**config.mk**
```make
export PLATFORM = sky130hd
export DESIGN_NAME = txdma_seq
export DESIGN_NICKNAME = d
export VERILOG_FILES = /design/src/rtl/txdma_pkg.sv /design/src/rtl/txdma_ptr.sv /design/src/rtl/txdma_fsm.sv /design/src/rtl/txdma_seq.sv
export SDC_FILE = /design/constraint.sdc
export NUM_CORES = 1
export LEC_CHECK = 0
export BUFFER_PORTS_ARGS = -buffer_cell sky130_fd_sc_hd__buf_2
export CAP_MARGIN = 10
export CORE_UTILIZATION = 30
export CTS_CLUSTER_SIZE = 24
export DETAILED_ROUTE_END_ITERATION = 16
export GPL_ROUTABILITY_DRIVEN = 0
export SLEW_MARGIN = 20
export SYNTH_ARGS = -nofsm -noshare
export SYNTH_HDL_FRONTEND = slang
export SYNTH_SLANG_ARGS = --single-unit
```
**constraint.sdc**
```tcl
create_clock -name clk -period 1.9 [get_ports clk]
set_input_delay 0.38 -clock clk [delete_from_list [all_inputs] [get_ports clk]]
set_output_delay 0.38 -clock clk [all_outputs]
set_load 0.05 [all_outputs]
```
**src/rtl/txdma_pkg.sv**
```systemverilog
package txdma_pkg;

    typedef enum logic [1:0] {
        ST_IDLE = 2'd0,
        ST_OP   = 2'd1,
        ST_DATA = 2'd2
    } seq_state_t;

    localparam int CODE_W = 3;

    // bit i of the mask set => command code i is followed by a data byte
    function automatic logic code_has_data(input logic [(1<<CODE_W)-1:0] mask,
                                           input logic [CODE_W-1:0]      code);
        return mask[code];
    endfunction

endpackage

```
**src/rtl/txdma_ptr.sv**
```systemverilog
module txdma_ptr #(
    parameter int AW = 16,
    parameter int CW = 8
) (
    input  logic          clk,
    input  logic          rst,
    input  logic          load,
    input  logic [AW-1:0] load_addr,
    input  logic [CW-1:0] load_cnt,
    input  logic          step,
    output logic [AW-1:0] addr,
    output logic          cnt_last
);
    logic [CW-1:0] cnt_q;
    logic [AW-1:0] addr_q;

    always_ff @(posedge clk) begin
        if (rst) begin
            addr_q <= '0;
            cnt_q  <= '0;
        end else if (load) begin
            addr_q <= load_addr;
            cnt_q  <= load_cnt;
        end else if (step) begin
            addr_q <= addr_q + AW'(1);
            cnt_q  <= cnt_q - CW'(1);
        end
    end

    assign addr     = addr_q;
    assign cnt_last = (cnt_q == CW'(1));

    // pointer advances by one per accepted read
    a_r3_addr_step: assert property (@(posedge clk) disable iff (rst)
        (step && !load) |=> (addr_q == $past(addr_q) + AW'(1)));

    // count drops by one per accepted read
    a_r3_cnt_step: assert property (@(posedge clk) disable iff (rst)
        (step && !load) |=> (cnt_q == $past(cnt_q) - CW'(1)));

endmodule

```
**src/rtl/txdma_fsm.sv**
```systemverilog
module txdma_fsm
    import txdma_pkg::*;
#(
    parameter int                      DW        = 8,
    parameter int                      CODE_LSB  = 0,
    parameter logic [(1<<CODE_W)-1:0]  DATA_MASK = 8'b0000_1111
) (
    input  logic          clk,
    input  logic          rst,
    input  logic          start,
    input  logic          start_zero,
    input  logic          stop,
    input  logic          suspend_mode,
    input  logic          proto_err,
    input  logic          arb_lost,
    input  logic          tx_ready,
    input  logic          mem_valid,
    input  logic [DW-1:0] mem_rdata,
    input  logic          cnt_last,
    output logic          start_ok,
    output logic          mem_req,
    output logic          step,
    output logic          op_wr,
    output logic          data_wr,
    output logic          ready_clr,
    output logic          dma_en,
    output logic          eob,
    output logic          underrun
);
    seq_state_t st_q;
    logic       en_q, eob_q, unr_q;
    logic       susp, go, need, op_done, data_done, finish, short_blk;

    assign susp      = suspend_mode && (proto_err || arb_lost);
    assign need      = code_has_data(DATA_MASK, mem_rdata[CODE_LSB +: CODE_W]);
    assign start_ok  = start && (st_q == ST_IDLE);
    assign go        = (st_q == ST_IDLE) && en_q && tx_ready && !susp && !stop && !start;

    assign mem_req   = (st_q == ST_OP) || ((st_q == ST_DATA) && en_q && !susp);
    assign op_done   = (st_q == ST_OP) && mem_valid;
    assign data_done = (st_q == ST_DATA) && mem_req && mem_valid;
    assign step      = op_done || data_done;
    assign finish    = step && cnt_last;
    assign short_blk = op_done && need && cnt_last;

    assign op_wr     = op_done;
    assign data_wr   = data_done;
    assign ready_clr = (op_done && (!need || cnt_last)) || data_done;

    always_ff @(posedge clk) begin
        if (rst) begin
            st_q  <= ST_IDLE;
            en_q  <= 1'b0;
            eob_q <= 1'b0;
            unr_q <= 1'b0;
        end else begin
            unique case (st_q)
                ST_IDLE: if (go) st_q <= ST_OP;
                ST_OP:   if (op_done) st_q <= (need && !cnt_last) ? ST_DATA : ST_IDLE;
                ST_DATA: if (data_done || !en_q) st_q <= ST_IDLE;
                default: st_q <= ST_IDLE;
            endcase

            if (start_ok)            en_q <= !start_zero;
            else if (stop || finish) en_q <= 1'b0;

            if (start_ok)    eob_q <= start_zero;
            else if (finish) eob_q <= 1'b1;

            if (start_ok)       unr_q <= 1'b0;
            else if (short_blk) unr_q <= 1'b1;
        end
    end

    assign dma_en   = en_q;
    assign eob      = eob_q;
    assign underrun = unr_q;

    // an opcode fetch begins only from an enabled, ready idle state
    a_r2_fetch_needs_ready: assert property (@(posedge clk) disable iff (rst)
        ((st_q == ST_OP) && ($past(st_q) == ST_IDLE)) |-> $past(en_q && tx_ready));

    // the data phase is entered only right after an opcode write
    a_r5_data_after_op: assert property (@(posedge clk) disable iff (rst)
        ((st_q == ST_DATA) && ($past(st_q) != ST_DATA)) |-> $past(op_wr));

    // reaching end of block leaves the sequencer disabled
    a_r7_eob_disables: assert property (@(posedge clk) disable iff (rst)
        $rose(eob_q) |-> !en_q);

    // underrun never appears without end of block
    a_r8_underrun_with_eob: assert property (@(posedge clk) disable iff (rst)
        $rose(unr_q) |-> eob_q);

    // a suspended idle sequencer does not start a fetch
    a_r9_suspend_holds: assert property (@(posedge clk) disable iff (rst)
        ((st_q == ST_IDLE) && susp) |=> (st_q != ST_OP));

endmodule

```
**src/rtl/txdma_seq.sv**
```systemverilog
module txdma_seq
    import txdma_pkg::*;
#(
    parameter int                      AW        = 16,
    parameter int                      DW        = 8,
    parameter int                      CW        = 8,
    parameter int                      CODE_LSB  = 0,
    parameter logic [(1<<CODE_W)-1:0]  DATA_MASK = 8'b0000_1111
) (
    input  logic          clk,
    input  logic          rst,
    input  logic          start,
    input  logic [AW-1:0] start_addr,
    input  logic [CW-1:0] start_count,
    input  logic          stop,
    input  logic          suspend_mode,
    input  logic          proto_err,
    input  logic          arb_lost,
    input  logic          tx_ready,
    output logic          ready_clr,
    output logic          mem_req,
    output logic [AW-1:0] mem_addr,
    input  logic          mem_valid,
    input  logic [DW-1:0] mem_rdata,
    output logic          op_wr,
    output logic          data_wr,
    output logic [DW-1:0] wr_byte,
    output logic          dma_en,
    output logic          eob,
    output logic          underrun
);
    logic start_ok, step, cnt_last;

    txdma_ptr #(.AW(AW), .CW(CW)) u_ptr (
        .clk       (clk),
        .rst       (rst),
        .load      (start_ok),
        .load_addr (start_addr),
        .load_cnt  (start_count),
        .step      (step),
        .addr      (mem_addr),
        .cnt_last  (cnt_last)
    );

    txdma_fsm #(.DW(DW), .CODE_LSB(CODE_LSB), .DATA_MASK(DATA_MASK)) u_fsm (
        .clk          (clk),
        .rst          (rst),
        .start        (start),
        .start_zero   (start_count == '0),
        .stop         (stop),
        .suspend_mode (suspend_mode),
        .proto_err    (proto_err),
        .arb_lost     (arb_lost),
        .tx_ready     (tx_ready),
        .mem_valid    (mem_valid),
        .mem_rdata    (mem_rdata),
        .cnt_last     (cnt_last),
        .start_ok     (start_ok),
        .mem_req      (mem_req),
        .step         (step),
        .op_wr        (op_wr),
        .data_wr      (data_wr),
        .ready_clr    (ready_clr),
        .dma_en       (dma_en),
        .eob          (eob),
        .underrun     (underrun)
    );

    assign wr_byte = mem_rdata;

endmodule

```
* After elaboration in Yosys (flattened, before gate mapping)
Memories as Yosys holds them, arrays and structs flattened.
Index checks and enable logic that the tools add are counted.
** Word-level totals
- Word-level logic and storage cells :: 68
- Register bits :: 29
- Bits in read-only memories :: 8
- Output and inout bits :: 31
- Bits of input ports :: 41
- Memories kept :: 1
** Cells by class
- Equality and inequality tests :: 6
- Reduce and logical (&&, ||, !) cells :: 38
- Order comparisons :: 1
- Add/subtract/negate cells :: 2
- Multiplexer cells :: 14
** Memory list
- (name not given) :: words 8, bits a word 1, rd ports 1, clocked after Yosys merged registers in 0, wr ports 0, line txdma_pkg.sv:14 : return mask[code];
** Operators with widths (count)
- $mux W16 :: 2
- $logic_and A1 B1 Y1 :: 17
- $add A16 B1 Y16 const B :: 1
- $mux W8 :: 2
- $eq A8 B1 Y1 const B :: 1
- $logic_not A8 Y1 :: 1
- $mux W2 :: 4
- $sub A8 B1 Y8 const B :: 1
- $logic_not A1 Y1 :: 7
- $logic_or A1 B1 Y1 :: 7
- $pmux W2 S3 :: 1
- $reduce_bool A2 Y1 :: 3
- $mux W1 :: 5
- $lt A3 B4 Y1 const B :: 1
- $ne A2 B1 Y1 const B :: 2
- $reduce_and A3 Y1 :: 1
- $eq A2 B1 Y1 const B :: 1
- $eq A2 B2 Y1 const B :: 1
- $logic_not A2 Y1 :: 1
- $ne A2 B2 Y1 const B :: 1
- $reduce_or A2 Y1 :: 1

* Logic depth before layout (Yosys ltp)
- Depth after elaboration :: 12
- Gate-level depth with buffers :: 9

* Modules after synthesis
A second synthesis with hierarchy kept.
** Second synthesis, totals
- Cell total of the unflattened synthesis :: 210
- Area total of the unflattened synthesis :: 1707.9 um^2
** By module, submodules not included
- txdma_ptr :: area each 1338.8 um^2, instances 1, cells each 164
- txdma_fsm :: area each 290.3 um^2, instances 1, cells each 35
- txdma_seq :: area each 78.8 um^2, instances 1, cells each 11

* Worst setup path after synthesis
OpenSTA, ideal clock, no wires.
- Path kind :: register -> output
- From :: register u_fsm.en_q, in the netlist u_fsm.dma_en
- To :: output port ready_clr
- Buffers on the path :: 2
- Slack :: -712 ps
- Required time :: 1520 ps
- Arrival time :: 2232 ps
- Stages on the path, launching flop included :: 6
- Cell sequence :: dfxtp_1 > and3b_2 > a31oi_2 > buf_2 > buf_4 > a31oi_1
** On the way
- Longest elaborated chain between the ends :: 6
** RTL lines
- start: declaration :: line txdma_fsm.sv:31 : logic en_q, eob_q, unr_q;
- start signal: assignment :: line txdma_fsm.sv:64 : if (start_ok) en_q <= !start_zero;
- $logic_and A1 B1 Y1 (2 in series) :: line txdma_fsm.sv:39 : assign mem_req = (st_q == ST_OP) || ((st_q == ST_DATA) && en_q && !susp);
- $logic_or A1 B1 Y1 :: line txdma_fsm.sv:39
- $logic_and A1 B1 Y1 (2 in series) :: line txdma_fsm.sv:41 : assign data_done = (st_q == ST_DATA) && mem_req && mem_valid;
- $logic_or A1 B1 Y1 :: line txdma_fsm.sv:48 : assign ready_clr = (op_done && (!need || cnt_last)) || data_done;
- end: declaration :: line txdma_seq.sv:20 : output logic ready_clr,
No other way between the ends.

* Worst setup path after layout
- From :: register u_ptr.cnt_q[2]
- To :: output port ready_clr
** On the way
- Longest elaborated chain between the ends :: 4
** RTL lines
- start: declaration :: line txdma_ptr.sv:14 : logic [CW-1:0] cnt_q;
- start signal: assignment :: line txdma_ptr.sv:23 : cnt_q <= load_cnt;
- start signal: assignment :: line txdma_ptr.sv:26 : cnt_q <= cnt_q - CW'(1);
- $eq A8 B1 Y1 :: line txdma_ptr.sv:31 : assign cnt_last = (cnt_q == CW'(1));
- $logic_or A1 B1 Y1 :: line txdma_fsm.sv:48
- $logic_and A1 B1 Y1 :: line txdma_fsm.sv:48
- $logic_or A1 B1 Y1 :: line txdma_fsm.sv:48
No other way between the ends.

==> flow_results.org <==
** Outcome
- The flow ran to the end, but the final reports show violations.
- The final reports fail on setup timing.

** Placement
- After legalization and detailed placement, the total HPWL measured 3510 um.
- Number of I/O port buffers :: 57
- Placed Instances :: 342
- After detailed placement, the total cell area comes to 2160 um2.

** Worst setup path
- Cells along the critical path :: or4_4 > nor3_4 > nand2_2 > a31oi_4 > buf_6
- The slowest stage of the critical path belongs to the cell or4_4.
- Setup slack of the most critical reg-to-reg path :: 80 ps
- Kind of start point of the critical path :: flop
- In this design, the stage delay of the slowest critical-path cell is 550 ps.
- Worst r2r dst :: u_fsm.dma_en
- For the worst setup path, the data required time is 1520 ps.
- The worst setup path is of the flop to output port kind.
- Data arrives at the worst endpoint at 1740 ps.
- Setup crit end kind :: output port
- Number of buffer and inverter instances along the worst setup path :: 1
- The worst register-to-register path begins at u_ptr.cnt_q[2].
- The number of cells on the worst reg-to-reg path is 6.
- Of all nets on the critical path, the largest fanout is 2.
- Grouping stages by cell kind, the critical path spends the most delay in simple AND/OR/NAND/NOR gates.

** STA
- Dividing the final minimum period by the clock period gives 112%.
- Maximum clock frequency :: 471 MHz
- Pin slew with the least headroom to its limit :: 601 ps
- Setup repair after global routing could not meet its margin everywhere.
- Subtracting the final worst setup slack from the clock period gives 2120 ps.
- On the final layout, the worst clock skew is 9.23 ps.
- The final-report hold violation count is 0.
- Hold Worst Slack :: 297 ps
- Final Worst Setup Slack :: -224 ps
- Slew Viols, Final :: 0
- # setup viols final :: 1
- Rel. slew slack :: 60.0%

** Yosys
- Counting every instance in the synthesized netlist gives 209.
- Share of the synthesized area in the top cell type :: 34.9%
- Largest cells by area after synthesis :: dfxtp_1 (35%), nor2_1 (5.9%), a21oi_1 (4.8%)
- Unique masters post-synth :: 51
- By instance count, the leading cell after synthesis is dfxtp_1.
- Syn nets :: 253
- For this run, the number of Yosys warnings is 0.
- Biggest area consumer among synthesized cells :: dfxtp_1
- Most numerous cell types in the synthesized netlist :: dfxtp_1 (29), nor2_1 (26), nand2_1 (20)
- Proportion of synthesized chip area in sequential cells :: 34.9%
- Mapped Area :: 1660 um2
- Number of synthesized register bits :: 29
- In this run, synthesis inferred 0 flip-flops with an integrated enable.
- Counting flops with an async set or reset pin after synthesis yields a share of 0%.
- The most used flip-flop cell after synthesis is dfxtp_1.
- Synthesized area per cell :: 7.96 um2

** Die
- Row generation in the floorplan step produced 26 rows.
- Floorplan die area :: 5850 um2
- Floorplan die height :: 76.5 um
- In this run the count of I/O pins placed on the die edge is 72.
- Initial Utilization :: 31.8%
- Floorplan Core Area :: 5240 um2
- Die extent in x :: 76.5 um

** Drt
- Routed len/inst :: 13.4 um
- Post-DR vias/cell :: 5.05
- Residual DRC :: 0
- Final ANT Viol Nets :: 0
- The detailed router finished its first iteration with 73 violations.
- The routed layout has 1769 vias.
- First-pass iteration count of the detailed router :: 4
- Final Routed Wirelength :: 4690 um

** Power and ir drop
- Leakage power of the design :: 0.965 nW
- Power spread over the standard cell area amounts to 736 nW/um2.
- IR analysis of the VDD net gives a maximum drop of 333 uV.

** Final layout
- Final design area excluding fillers :: 2330 um2
- From synthesis to final layout, the design area changed by 40.0%.
- Final Non-Filler Cells :: 350
- Proportion of layout cells with a drive suffix above 1 :: 42.1%
- The repair_antennas step left the layout with diodes totalling 0.
- Net total in the final layout :: 323

** Global routing
- The first global-routing pass estimated 7890 um of wire.
- Global routing used 16.8% of the available tracks across all layers.
- Global route overflow :: 0
- Pin count of the biggest net entering global routing :: 31
- Initial antenna violation count :: 0
- Number of global-route vias before repair :: 1738

** Clocking
- The tree is rooted in a clkbuf_8.
- After clock tree synthesis, the clock-pin slew on the worst setup and hold paths is 60 ps.
- The H-tree generated during clock tree synthesis spans 2 levels.
- Counting along the longest clock path gives a buffer depth of 2.
- # hold bufs at CTS :: 0
- In this run, CTS created clock tree buffers numbering 5.
- The clock reaches the later pin of the worst-skew pair after 290 ps.
- TritonCTS clock tree :: built
- Number of setup buffers added after CTS :: 0
- For this design, the sink count on the clock tree is 29.

** Run
- The tool flagged a number of max-cap violations equal to 0.

** Hold path
- Number of cells on the worst hold path :: 2
- The startpoint identified for the worst hold timing path is stop.
- The worst hold path belongs to the class input pin to flop.
- The worst hold path terminates at u_fsm.dma_en.
==> metrics by stage <==
step	total power (W)	util, %	worst slack [ps]	TNS [ps]
finish	0.00171	44.5	-224	-224
global route	0.00180	44.5	-283	-283
CTS	0.00172	43.9	-233	-233
detailed placement	0.00105	41.3	-79.0	-419
global placement	0.00105	41.3	-65.6	-245
floorplan	0.000958	-	-11.8	-11.8
==> where the power goes <==
group          switching (W)  total [W]  leakage (nW)  internal, W
logic               0.000221   0.000352         0.664     0.000131
clock network       0.000245   0.000673        0.0585     0.000427
registers          0.0000416   0.000689         0.243     0.000647
total               0.000508    0.00171         0.965      0.00121
==> cells in the final DEF (no fill, tap or decap), types with 7 or more instances in the layout <==
| cell | instances |
|---|---|
| nor2_1 | 26 |
| nor3_1 | 8 |
| buf_2 | 54 |
| inv_1 | 7 |
| dfxtp_2 | 7 |
| dfxtp_1 | 21 |
| buf_4 | 23 |
| nand2_1 | 19 |
| a21oi_1 | 16 |
| nand3_1 | 8 |
==> registers in the layout (all words and copies together) (netlist names) <==
name and count:
u_fsm.eob 1, u_fsm.dma_en 1, u_fsm.underrun 1, u_fsm.st_q 2, u_ptr.cnt_q 8, u_ptr.addr 16
==> worst max path at each step <==
stage,cells after the start,startpoint,end
after floorplan,4,u_ptr.cnt_q[2],ready_clr
after global placement,6,arb_lost,u_ptr.addr[10]
after detailed placement,6,arb_lost,u_ptr.cnt_q[3]
after CTS,5,u_ptr.cnt_q[2],ready_clr
after global routing,5,u_ptr.cnt_q[2],ready_clr
final,5,u_ptr.cnt_q[2],ready_clr
==> logic make-up after synthesis <==
group                      share of synthesized area, %
and+or+nand+nor                                    25.3
AOI/OAI and AO/OA                                  25.8
DFF                                                34.9
buffers and inverters                              8.12
xor gates and xnor gates                           1.58
muxes                                              2.03
adders and majority gates                          2.26
==> worst reg2reg max path: stages (launching register included) <==
cell,delay [ps]
dfxtp_2,320
or4_4,560
nor3_4,160
nand2_2,100
buf_4,150
o21ai_0,310
o41ai_1,100
==> per-layer routing <==
| layer | vias up | track usage, % | part of all wire, % |
|---|---|---|---|
| met5 | - | 0 | 0 |
| met4 | 0 | 6.92 | 1.5 |
| met3 | 8 | 4.31 | 5.7 |
| met2 | 50 | 27.7 | 45 |
| met1 | 801 | 20.6 | 47 |
| li1 | 910 | - | - |
==> repair_timing <==
action,4_1_cts,5_1_grt
resized for setup,6,8
endpoints found under the hold margin,0,0
pin swaps,0,1
cloned,0,0
endpoints found under the setup margin,2,11
==> cell type report <==
| cell class | count | area [um2] |
|---|---|---|
| inverter | 9 | 38.8 |
| multi-input combinational | 154 | 1010 |
| timing repair buffer | 80 | 482 |
| sequential | 29 | 593 |
| fill | 539 | 2910 |
| clock inverter | 1 | 30.0 |
| clock buffer | 7 | 86.3 |
| tap | 70 | 87.6 |
No activity file was read; power rests on OpenSTA's default activity.
